$ cat config.mk
export PLATFORM = sky130hd
export DESIGN_NAME = dmaout_engine
export DESIGN_NICKNAME = d
export VERILOG_FILES = /design/src/rtl/dmaout_pkg.sv /design/src/rtl/dmaout_desc_regs.sv /design/src/rtl/dmaout_word_hold.sv /design/src/rtl/dmaout_step.sv /design/src/rtl/dmaout_engine.sv
export SDC_FILE = /design/constraint.sdc
export NUM_CORES = 1
export LEC_CHECK = 0
export ABC_AREA = 1
export BUFFER_PORTS_ARGS = -buffer_cell sky130_fd_sc_hd__buf_2
export CAP_MARGIN = 30
export CORE_MARGIN = 2
export CORE_UTILIZATION = 35
export CTS_CLUSTER_SIZE = 8
export DETAILED_ROUTE_END_ITERATION = 10
export PLACE_DENSITY = 0.58
export SYNTH_ARGS = -nofsm -noshare
export SYNTH_HDL_FRONTEND = slang
export SYNTH_SLANG_ARGS = --single-unit
$ cat constraint.sdc
create_clock -name clk -period 16.65 [get_ports clk]
set_input_delay 2.4975 -clock clk [delete_from_list [all_inputs] [get_ports clk]]
set_output_delay 2.4975 -clock clk [all_outputs]
set_load 0.005 [all_outputs]
$ cat src/rtl/dmaout_pkg.sv
package dmaout_pkg;

  localparam int unsigned WORD_W     = 32;
  localparam int unsigned BYTE_W     = 8;
  localparam int unsigned LANES      = WORD_W / BYTE_W;
  localparam int unsigned LANE_W     = $clog2(LANES);
  localparam int unsigned DESC_WORDS = 4;
  localparam int unsigned DIDX_W     = $clog2(DESC_WORDS);

  // descriptor word order is fixed by the in-memory layout
  localparam logic [DIDX_W-1:0] DW_NEXT  = DIDX_W'(0);
  localparam logic [DIDX_W-1:0] DW_BUF   = DIDX_W'(1);
  localparam logic [DIDX_W-1:0] DW_FLAGS = DIDX_W'(2);
  localparam logic [DIDX_W-1:0] DW_AFTER = DIDX_W'(3);

  // flag bit positions inside the flags word
  localparam int unsigned FL_EOL     = 0;
  localparam int unsigned FL_OUT_EOP = 3;
  localparam int unsigned FL_INTR    = 4;

  typedef enum logic [2:0] {
    ST_IDLE,
    ST_FETCH,
    ST_XFER,
    ST_GAP,
    ST_WBACK
  } eng_state_e;

  typedef struct packed {
    logic [WORD_W-1:0] nxt;
    logic [WORD_W-1:0] bufp;
    logic [WORD_W-1:0] flags;
    logic [WORD_W-1:0] after;
  } desc_t;

endpackage

$ cat src/rtl/dmaout_desc_regs.sv
module dmaout_desc_regs
  import dmaout_pkg::*;
(
  input  logic              clk,
  input  logic              rst_n,
  input  logic              wr_en,
  input  logic [DIDX_W-1:0] wr_idx,
  input  logic [WORD_W-1:0] wr_data,
  input  logic [DIDX_W-1:0] rd_idx,
  output logic [WORD_W-1:0] rd_word,
  output desc_t             desc
);

  logic [DESC_WORDS-1:0][WORD_W-1:0] words;

  for (genvar g = 0; g < DESC_WORDS; g++) begin : g_word
    logic              sel;
    logic [WORD_W-1:0] q;
    logic [WORD_W-1:0] d;

    assign sel = wr_en && (wr_idx == DIDX_W'(g));

    always_comb begin
      d = q;
      if (sel) d = wr_data;
    end

    always_ff @(posedge clk or negedge rst_n) begin
      if (!rst_n) q <= '0;
      else        q <= d;
    end

    assign words[g] = q;
  end

  assign rd_word    = words[rd_idx];
  assign desc.nxt   = words[DW_NEXT];
  assign desc.bufp  = words[DW_BUF];
  assign desc.flags = words[DW_FLAGS];
  assign desc.after = words[DW_AFTER];

endmodule

$ cat src/rtl/dmaout_word_hold.sv
module dmaout_word_hold
  import dmaout_pkg::*;
(
  input  logic              clk,
  input  logic              rst_n,
  input  logic              clr,
  input  logic              load,
  input  logic [WORD_W-1:0] load_word,
  input  logic [WORD_W-1:0] ptr,
  output logic              hit,
  output logic [BYTE_W-1:0] lane_byte
);

  localparam int unsigned TAG_W = WORD_W - LANE_W;

  logic              vld_q, vld_d;
  logic [TAG_W-1:0]  tag_q, tag_d;
  logic [WORD_W-1:0] word_q, word_d;

  always_comb begin
    vld_d  = vld_q;
    tag_d  = tag_q;
    word_d = word_q;
    if (clr) begin
      vld_d = 1'b0;
    end else if (load) begin
      vld_d  = 1'b1;
      tag_d  = ptr[WORD_W-1:LANE_W];
      word_d = load_word;
    end
  end

  always_ff @(posedge clk or negedge rst_n) begin
    if (!rst_n) begin
      vld_q  <= 1'b0;
      tag_q  <= '0;
      word_q <= '0;
    end else begin
      vld_q  <= vld_d;
      tag_q  <= tag_d;
      word_q <= word_d;
    end
  end

  assign hit       = vld_q && (tag_q == ptr[WORD_W-1:LANE_W]);
  assign lane_byte = word_q[BYTE_W*ptr[LANE_W-1:0] +: BYTE_W];

  // a held word is only replaced on a miss
  a_r3_load_on_miss: assert property (@(posedge clk) disable iff (!rst_n)
    load |-> !hit);

endmodule

$ cat src/rtl/dmaout_step.sv
module dmaout_step #(
  parameter int unsigned MAX_STEP = 2048
) (
  input  logic clk,
  input  logic rst_n,
  input  logic clr,
  input  logic inc,
  output logic step_last
);

  localparam int unsigned CNT_W = $clog2(MAX_STEP + 1);

  logic [CNT_W-1:0] cnt_q, cnt_d;

  assign step_last = (cnt_q == CNT_W'(MAX_STEP - 1));

  always_comb begin
    cnt_d = cnt_q;
    if (clr)      cnt_d = '0;
    else if (inc) cnt_d = step_last ? '0 : cnt_q + CNT_W'(1);
  end

  always_ff @(posedge clk or negedge rst_n) begin
    if (!rst_n) cnt_q <= '0;
    else        cnt_q <= cnt_d;
  end

  // the count of bytes in one step never reaches the limit
  a_r5_step_bound: assert property (@(posedge clk) disable iff (!rst_n)
    cnt_q < CNT_W'(MAX_STEP));

endmodule

$ cat src/rtl/dmaout_engine.sv
module dmaout_engine
  import dmaout_pkg::*;
#(
  parameter int unsigned MAX_STEP = 2048
) (
  input  logic              clk,
  input  logic              rst_n,
  input  logic              start,
  input  logic [WORD_W-1:0] first_desc,
  output logic              mem_req,
  output logic              mem_we,
  output logic [WORD_W-1:0] mem_addr,
  output logic [WORD_W-1:0] mem_wdata,
  input  logic              mem_ack,
  input  logic [WORD_W-1:0] mem_rdata,
  output logic              st_valid,
  output logic [BYTE_W-1:0] st_data,
  output logic              st_last,
  input  logic              st_ready,
  output logic              data_irq,
  output logic              eol_flag
);

  localparam logic [DIDX_W-1:0] WIDX_LAST = DIDX_W'(DESC_WORDS - 1);

  // reset: asserted at once, released after two clock edges
  logic [1:0] rst_sync_q;
  logic       arst_n;

  always_ff @(posedge clk or negedge rst_n) begin
    if (!rst_n) rst_sync_q <= 2'b00;
    else        rst_sync_q <= {rst_sync_q[0], 1'b1};
  end
  assign arst_n = rst_sync_q[1];

  eng_state_e        state_q, state_d;
  logic [DIDX_W-1:0] widx_q, widx_d;
  logic [WORD_W-1:0] daddr_q, daddr_d;
  logic [WORD_W-1:0] cur_q, cur_d;
  logic              eol_q, eol_d;
  logic              irq_q, irq_d;

  desc_t             desc;
  logic [WORD_W-1:0] wb_word;
  logic              desc_wr;
  logic              hold_clr, hold_load, hit;
  logic [BYTE_W-1:0] lane_byte;
  logic              step_last;
  logic              at_end, widx_last, beat;
  logic [WORD_W-1:0] cur_inc, desc_word_addr;
  logic              unused_flags;

  assign unused_flags = ^{desc.flags[WORD_W-1:FL_INTR+1],
                          desc.flags[FL_OUT_EOP-1:FL_EOL+1]};

  assign at_end         = (cur_q == desc.after);
  assign cur_inc        = cur_q + WORD_W'(1);
  assign widx_last      = (widx_q == WIDX_LAST);
  assign desc_word_addr = daddr_q + (WORD_W'(widx_q) << LANE_W);

  // stream side
  assign st_valid = (state_q == ST_XFER) && !at_end && hit;
  assign st_data  = lane_byte;
  assign st_last  = st_valid && (cur_inc == desc.after) && desc.flags[FL_OUT_EOP];
  assign beat     = st_valid && st_ready;

  // memory side
  always_comb begin
    mem_req   = 1'b0;
    mem_we    = 1'b0;
    mem_addr  = desc_word_addr;
    mem_wdata = wb_word;
    unique case (state_q)
      ST_FETCH: mem_req = 1'b1;
      ST_WBACK: begin
        mem_req = 1'b1;
        mem_we  = 1'b1;
      end
      ST_XFER: begin
        mem_req  = !at_end && !hit;
        mem_addr = {cur_q[WORD_W-1:LANE_W], {LANE_W{1'b0}}};
      end
      default: ;
    endcase
  end

  assign desc_wr   = (state_q == ST_FETCH) && mem_ack;
  assign hold_clr  = desc_wr && widx_last;
  assign hold_load = (state_q == ST_XFER) && mem_req && mem_ack;

  dmaout_desc_regs u_desc (
    .clk     (clk),
    .rst_n   (arst_n),
    .wr_en   (desc_wr),
    .wr_idx  (widx_q),
    .wr_data (mem_rdata),
    .rd_idx  (widx_q),
    .rd_word (wb_word),
    .desc    (desc)
  );

  dmaout_word_hold u_hold (
    .clk       (clk),
    .rst_n     (arst_n),
    .clr       (hold_clr),
    .load      (hold_load),
    .load_word (mem_rdata),
    .ptr       (cur_q),
    .hit       (hit),
    .lane_byte (lane_byte)
  );

  dmaout_step #(.MAX_STEP(MAX_STEP)) u_step (
    .clk       (clk),
    .rst_n     (arst_n),
    .clr       (hold_clr),
    .inc       (beat),
    .step_last (step_last)
  );

  // next-state logic
  always_comb begin
    state_d = state_q;
    widx_d  = widx_q;
    daddr_d = daddr_q;
    cur_d   = cur_q;
    eol_d   = eol_q;
    irq_d   = 1'b0;
    unique case (state_q)
      ST_IDLE: begin
        if (start) begin
          daddr_d = first_desc;
          widx_d  = '0;
          eol_d   = 1'b0;
          state_d = ST_FETCH;
        end
      end
      ST_FETCH: begin
        if (mem_ack) begin
          if (widx_last) begin
            cur_d   = desc.bufp;
            state_d = ST_XFER;
          end else begin
            widx_d = widx_q + DIDX_W'(1);
          end
        end
      end
      ST_XFER: begin
        if (at_end) begin
          irq_d   = desc.flags[FL_INTR];
          widx_d  = '0;
          state_d = ST_WBACK;
        end else if (beat) begin
          cur_d = cur_inc;
          if (step_last && (cur_inc != desc.after)) state_d = ST_GAP;
        end
      end
      ST_GAP: state_d = ST_XFER;
      ST_WBACK: begin
        if (mem_ack) begin
          if (widx_last) begin
            if (desc.flags[FL_EOL]) begin
              eol_d   = 1'b1;
              state_d = ST_IDLE;
            end else begin
              daddr_d = desc.nxt;
              widx_d  = '0;
              state_d = ST_FETCH;
            end
          end else begin
            widx_d = widx_q + DIDX_W'(1);
          end
        end
      end
      default: state_d = ST_IDLE;
    endcase
  end

  // registers
  always_ff @(posedge clk or negedge arst_n) begin
    if (!arst_n) begin
      state_q <= ST_IDLE;
      widx_q  <= '0;
      daddr_q <= '0;
      cur_q   <= '0;
      eol_q   <= 1'b0;
      irq_q   <= 1'b0;
    end else begin
      state_q <= state_d;
      widx_q  <= widx_d;
      daddr_q <= daddr_d;
      cur_q   <= cur_d;
      eol_q   <= eol_d;
      irq_q   <= irq_d;
    end
  end

  assign data_irq = irq_q;
  assign eol_flag = eol_q;

  // a beat on offer is held until taken
  a_r4_beat_hold: assert property (@(posedge clk) disable iff (!arst_n)
    st_valid && !st_ready |=> st_valid && $stable(st_data) && $stable(st_last));

  // a memory request is held unchanged until acknowledged
  a_r8_req_hold: assert property (@(posedge clk) disable iff (!arst_n)
    mem_req && !mem_ack |=> mem_req && $stable(mem_addr) && $stable(mem_we)
                            && $stable(mem_wdata));

  // the data interrupt is a single-cycle pulse
  a_r7_irq_pulse: assert property (@(posedge clk) disable iff (!arst_n)
    data_irq |=> !data_irq);

  // a halted channel is silent
  a_r9_halt_quiet: assert property (@(posedge clk) disable iff (!arst_n)
    eol_flag |-> !st_valid && !mem_req);

  // a full step with bytes left is followed by an idle stream cycle
  a_r5_step_gap: assert property (@(posedge clk) disable iff (!arst_n)
    beat && step_last && (cur_inc != desc.after) |=> !st_valid);

  // the last marker only rides on a real beat
  a_r6_last_valid: assert property (@(posedge clk) disable iff (!arst_n)
    st_last |-> st_valid);

endmodule

==> run summary, run 1 <==
status -> completed
most frequent cells after synthesis -> nand2_1 (568), o21ai_0 (331), dfrtp_1 (276)
placed wire-length estimate -> 40,200 um
FF-to-FF End -> u_step.cnt_q[7]
CP dominant cell by count -> nand2_1
Multi-input gate area -> 7290 um2
DRC -> 0
Hold Fails Final Rpt -> 0
Placed Area -> 16,500 um2
Chip Width -> 213 um
CTS tree -> yes
Yosys top cell by area -> dfrtp_1
core area -> 43,200 um2
Worst Reg-to-Reg Cells -> 11
Min-Delay Path Class -> reg -> async
unrepaired setup endpoints after global routing -> no
Total Nets Final -> 2,249
Seq. cell area -> 6910 um2
Critical Path Fanout Max -> 22
synth top area cells -> dfrtp_1 (45%), nand2_1 (14%), o21ai_0 (11%)
clk_skew -> 0.0182 ns
total of max-cap violations -> 0
fill cell count -> 4,575
post-synthesis register bit count -> 276
CTS root buf -> clkbuf_16
post-route ant nets -> 0
Final Max Tran Viols -> 0
achievable clock frequency -> 165 MHz
Final Instance Area -> 17,600 um2
share of flip-flops with an asynchronous set or reset -> 100%
Critical Path RT -> 14.15 ns
initial antenna violation count -> 0
Total GRT Usage -> 24.0%
count leader, synth -> nand2_1
hold buffers post-CTS -> 0
clk sinks -> 276
clock tree buffer depth -> 3
worst ir drop on vdd -> 0.0838 mV
Fin Setup TNS -> 0 ns
Setup Crit Path Kind -> reg -> out
Syn Nets -> 2,154
clk slew on worst S/H paths -> 0.05 ns
Syn. warnings -> 0
Crit path depth -> 13
CTS Buf Count -> 40
Worst Setup SP -> cur_q[0]
pin count of the biggest net entering global routing -> 75
first-pass GRT wire length -> 82,900 um
R2R Path Start -> state_q[2]
Worst-Skew Late Latency -> 0.55 ns
vias per cell -> 5.31
max incr delay on CP -> 0.83 ns
Final Setup Violations -> 0
reg2reg setup slack -> 13.11 ns
Post-CTS Resized -> 0
Area Overhead vs Synth -> 14.9%
CP Launch Type -> flip-flop
Mapped Cells -> 2,076
wire per inst -> 19.7 um
I/O Buffers -> 146
Slowest cell on crit path -> dfrtp_1
# rows -> 76
sequential cell area fraction in the yosys report -> 45.0%
Crit. End Element -> primary output
die area -> 45,600 um2
I/O pin total -> 147
CTS H-tree depth -> 2
ANT cells -> 0
Worst setup endpoint -> st_last
1st-pass router iterations -> 6
Power Dens Cells -> 157 nW/um2
Leakage -> 8.30 nW
Worst Path Buf+Inv -> 2
critical path's top delay family -> simple AND/OR/NAND/NOR gates
Post-synth EDFFs -> 0
vias in the first global route -> 13,727
Yosys cell types -> 47
Post-CTS Setup Bufs -> 0
Crit path arrival time -> 3.57 ns
number of DRC markers in iteration 0 -> 1,347
Synth top area share -> 45.0%
Initial Util -> 35.6%
gpl congestion -> 0.914
Slew HR -> 49.3%
DRT Wirelength -> 54,400 um
total number of vias -> 14,670
Slew @ Worst Pin -> 0.760 ns
global route overflow -> 0
share of post-route cells with drive strength above 1 -> 12.2%
Die Ht -> 213 um
Synth Cell Area -> 15,400 um2
CP Cell Sequence -> inv_1 > nor2_4 > nand2_4 > nor2_4 > nand3b_1 > nand2_1 > nand2_1 > nor2_1 > nand2_1 > nor2_2 > nand3_2 > nor2_1 > buf_2
final critical-path required period -> 6.07 ns
fin crit share -> 36.5%
predominant post-synthesis flop cell -> dfrtp_1
mean post-synth cell area -> 7.40 um2
cells in the final DEF, fill, tap and decap left out, drive strengths merged, types with 8 or more instances in the layout:
cell type and count:
o22ai 46, a31oi 44, nand3 84, nand4 23, nor3 23, clkbuf 45, dfrtp 276, o211ai 13
inv 167, nor2 241, xor2 28, o21ai 344, ha 8, xnor2 31, nand2 580, buf 167
a21oi 22
power breakdown:
group / switching [mW] / internal, mW / leakage [nW]
registers: 0.268 / 0.896 / 3.43
logic: 0.533 / 0.336 / 4.33
clock network: 0.305 / 0.436 / 0.535
metrics by stage:
step	total power, mW	instances	setup slack [ns]	hold WS, ns	utilization (%)
2_1_floorplan	1.65	2076	8.39	0.331	-
3_3_place_gp	2.01	2710	11.21	0.327	38.0
3_5_place_dp	2.03	2713	11.17	0.327	38.2
4_1_cts	2.78	2761	10.59	0.332	40.8
5_1_grt	2.96	2762	10.33	0.348	40.8
6_report	2.77	2762	10.58	0.311	40.8
per-layer routing:
layer	track usage, %	part of all wire, %	vias to the layer above
li1	-	-	6989
met1	35.6	47	7089
met2	36.4	44	518
met3	3.76	6.7	74
met4	6.25	2.1	0
met5	0	0	-
cell families after synthesis:
kind of cell | after synthesis | share of synthesized area (%)
AND/OR/NAND/NOR | 965 | 26.2
AO/OA/AOI/OAI | 483 | 17.0
buffers and inverters | 283 | 7.70
flip-flops | 276 | 45.0
XOR/XNOR | 59 | 3.37
adder cells (fa/ha/maj) | 9 | 0.782
other | 1 | 0.0244
layout make-up:
type	count	area share, %
Clock buffer	45	5.84
Clock inverter	3	0.433
Inverter	169	3.60
Multi-Input combinational cell	1517	41.3
Sequential cell	276	39.2
Tap cell	585	4.15
Timing Repair Buffer	167	5.45
worst min path at each step:
stage                        startpoint                    end  slack, ns  cells past startpoint
after floorplan           rst_sync_q[0]          rst_sync_q[1]       0.33                      0
after global placement    rst_sync_q[1]  u_desc.g_word[0].q[7]       0.33                      0
after detailed placement  rst_sync_q[1]  u_desc.g_word[0].q[7]       0.33                      0
after CTS                 rst_sync_q[1]  u_desc.g_word[0].q[8]       0.33                      0
after global routing      rst_sync_q[1]  u_desc.g_word[0].q[7]       0.35                      0
final                     rst_sync_q[1]  u_desc.g_word[0].q[1]       0.31                      0
sequential cells by signal, summed over array words and instances, names as in the netlist:
name and cells:
u_desc.g_word.q 128, daddr_q 32, eol_flag 1, u_hold.tag_q 30, u_hold.vld_q 1, cur_q 32
u_hold.word_q 32, rst_sync_q 2, state_q 3, data_irq 1, u_step.cnt_q 12, widx_q 2
No activity file was read; power rests on OpenSTA's default activity.
==> inputs of run 2 (changes only) <==
--- a/config.mk
+++ b/config.mk
@@ -12,7 +12,7 @@
 export CORE_UTILIZATION = 35
 export CTS_CLUSTER_SIZE = 8
 export DETAILED_ROUTE_END_ITERATION = 10
-export PLACE_DENSITY = 0.58
+export PLACE_DENSITY = 0.6
 export SYNTH_ARGS = -nofsm -noshare
 export SYNTH_HDL_FRONTEND = slang
 export SYNTH_SLANG_ARGS = --single-unit
==> constraint.sdc (replaced) <==
create_clock -name clk -period 5.2 [get_ports clk]
set_input_delay 0.78 -clock clk [delete_from_list [all_inputs] [get_ports clk]]
set_output_delay 0.78 -clock clk [all_outputs]
set_load 0.005 [all_outputs]
==> run summary, run 2 (synthesized netlist as in run 1, its figures left out) <==
1st-pass router iterations -> 6 (unchanged)
fill cell count -> 4,540 (-0.77%)
Total Nets Final -> 2,246 (-0.13%)
internal power -> 5.35 mW (+220%)
Crit path arrival time -> 3.85 ns (+0.28 ns)
Critical Path Fanout Max -> 15 (-32%)
WHS -> 0.223 ns (-0.0883 ns)
total of max-cap violations -> 0 (unchanged)
initial antenna violation count -> 0 (unchanged)
Worst Setup SP -> widx_q[1]
Multi-input gate area -> 7290 um2 (unchanged)
global route overflow -> 0 (unchanged)
Switch Pwr -> 3.49 mW (+220%)
PnR worst setup slack -> 0.566 ns (-10.01 ns)
most frequent cells in the layout -> nand2_1 (567), o21ai_0 (331), dfrtp_1 (274), nor2_1 (225), inv_1 (161)
Total GRT Usage -> 23.7% (-0.27 points)
Leakage -> 8.26 nW (-0.54%)
R2R Path Start -> widx_q[0]
gpl congestion -> 0.898 (-1.7%)
fin crit share -> 89.1%
GR Layer Usage met1 -> 35.6% (about the same)
core area -> 43,200 um2 (unchanged)
CTS root buf -> clkbuf_16
Combinational Power Share -> 31.3% (about the same)
Final Setup Violations -> 0 (unchanged)
wire per inst -> 19.5 um (-0.94%)
reg2reg setup slack -> 1.90 ns (-11.21 ns)
met3 Use GR -> 3.37% (-0.40 points)
clk slew on worst S/H paths -> 0.05 ns (about the same)
max FFs per register -> 128 (unchanged)
first-pass GRT wire length -> 82,000 um (-1.0%)
worst ir drop on vdd -> 0.248 mV (+200%)
vias in the first global route -> 13,555 (-1.3%)
Final Instance Area -> 17,500 um2 (-0.58%)
Die Ht -> 213 um (unchanged)
post-route ant nets -> 0 (unchanged)
Initial Util -> 35.6% (unchanged)
clk sinks -> 276 (unchanged)
Sw Ratio -> 39.5% (-0.39 points)
CTS H-tree depth -> 2 (unchanged)
number of DRC markers in iteration 0 -> 1,402 (+4.1%)
Crit. End Element -> primary output
Setup Crit Path Kind -> reg -> out
I/O Buffers -> 146 (unchanged)
CP Launch Type -> flip-flop
Power Dens Cells -> 504 nW/um2 (+220%)
FF-to-FF End -> daddr_q[22]
CTS Buf Count -> 40 (unchanged)
clk_skew -> 0.0206 ns (+0.00247 ns)
Final Util -> 40.6% (-0.24 points)
Sequential Power Share -> 41.7% (-0.3 points)
unrepaired setup endpoints after global routing -> no
# rows -> 76 (unchanged)
Seq. cell area -> 6910 um2 (unchanged)
clock tree buffer depth -> 3 (unchanged)
Hold Fails Final Rpt -> 0 (unchanged)
Area Overhead vs Synth -> 14.2%
DRT Wirelength -> 53,800 um (-1.1%)
gr busiest metal -> met1
vias per cell -> 5.29 (-0.38%)
Clk pwr share -> 26.9% (+0.2 points)
total number of vias -> 14,588 (-0.56%)
share of post-route cells with drive strength above 1 -> 12.0% (-0.16 points)
final critical-path required period -> 4.63 ns
Placed Area -> 16,400 um2 (-0.38%)
Min-Delay Path Class -> reg -> async
Most flops, register -> u_desc.g_word.q
worst slack at placement -> 1.16 ns (-10.01 ns)
Worst setup endpoint -> mem_addr[26]
Critical Path RT -> 4.42 ns (-9.73 ns)
Post-CTS Resized -> 0 (unchanged)
status -> completed
grt met2 use -> 35.4% (-1.0 points)
achievable clock frequency -> 216 MHz
Worst Reg-to-Reg Cells -> 8 (-3)
DRC -> 0 (unchanged)
most common cell after layout, fill and taps aside -> nand2_1
pin count of the biggest net entering global routing -> 143 (+91%)
Slew @ Worst Pin -> 1.01 ns (+0.254 ns)
die area -> 45,600 um2 (unchanged)
ANT cells -> 0 (unchanged)
placed wire-length estimate -> 39,400 um (-1.9%)
Chip Width -> 213 um (unchanged)
Final Max Tran Viols -> 0 (unchanged)
Fin Setup TNS -> 0 ns (unchanged)
I/O pin total -> 147 (unchanged)
CTS tree -> yes
Slew HR -> 32.3% (-17 points)
Worst-Skew Late Latency -> 0.55 ns (about the same)
-- run 2: repair_timing --
item / 4_1_cts / 5_1_grt
setup buffers: 0 / 0
endpoints found under the hold margin: 1 / 0
hold buffers: 1 / 0
-- run 2: worst min-delay path by stage --
stage | slack, ns | cells past startpoint | to | from
floorplan | 0.33 | 0 | rst_sync_q[1] | rst_sync_q[0]
global placement | 0.23 | 0 | u_desc.g_word[0].q[30] | rst_sync_q[1]
detailed placement | 0.23 | 0 | u_desc.g_word[0].q[30] | rst_sync_q[1]
CTS | 0.24 | 0 | u_desc.g_word[0].q[30] | rst_sync_q[1]
global route | 0.25 | 0 | u_desc.g_word[0].q[30] | rst_sync_q[1]
finish | 0.22 | 0 | u_desc.g_word[0].q[30] | rst_sync_q[1]
-- run 2: routing by layer --
metal  share of wire [%]  vias to the layer above
li1                    -                     6989
met1                  47                     6956
met2                  43                      558
met3                 6.9                       85
met4                 2.7                        0
met5                   0                        -
-- run 2: through the flow --
stage          cells  power, mW
6_report        2757       8.84
5_1_grt         2757       9.43
4_1_cts         2757       8.85
3_5_place_dp    2710       6.45
3_3_place_gp    2710       6.40
2_1_floorplan   2076       5.28
-- run 2: area by class of cell --
cell class | instances | share of cell area, %
multi-input combinational | 1517 | 41.6
sequential | 276 | 39.4
clock buffer | 42 | 5.75
timing repair buffer | 164 | 5.02
tap | 585 | 4.17
inverter | 169 | 3.62
clock inverter | 4 | 0.428
-- run 2: worst max-delay path, cell delays in order (launching register included) --
cell     delay (ns)
dfrtp_1        0.67
inv_1          0.17
fa_1           0.44
inv_1          0.09
nand3_1        0.14
nor3_2         0.22
nand3_1        0.21
inv_1          0.12
nand4_1        0.25
nor2_2         0.28
nand3_1        0.19
nor2_1         0.16
xor2_1         0.15
nand2_1        0.06
nand2_1        0.06
buf_2          0.11
-- run 2: power by group through the flow --
stage                     sequential, mW  combinational [mW]  clock, mW
after floorplan                     3.34                1.93          0
after global placement              3.67                2.73          0
after detailed placement            3.69                2.76          0
after CTS                           3.66                2.77       2.42
after global routing                3.77                3.15       2.51
final                               3.69                2.77       2.38
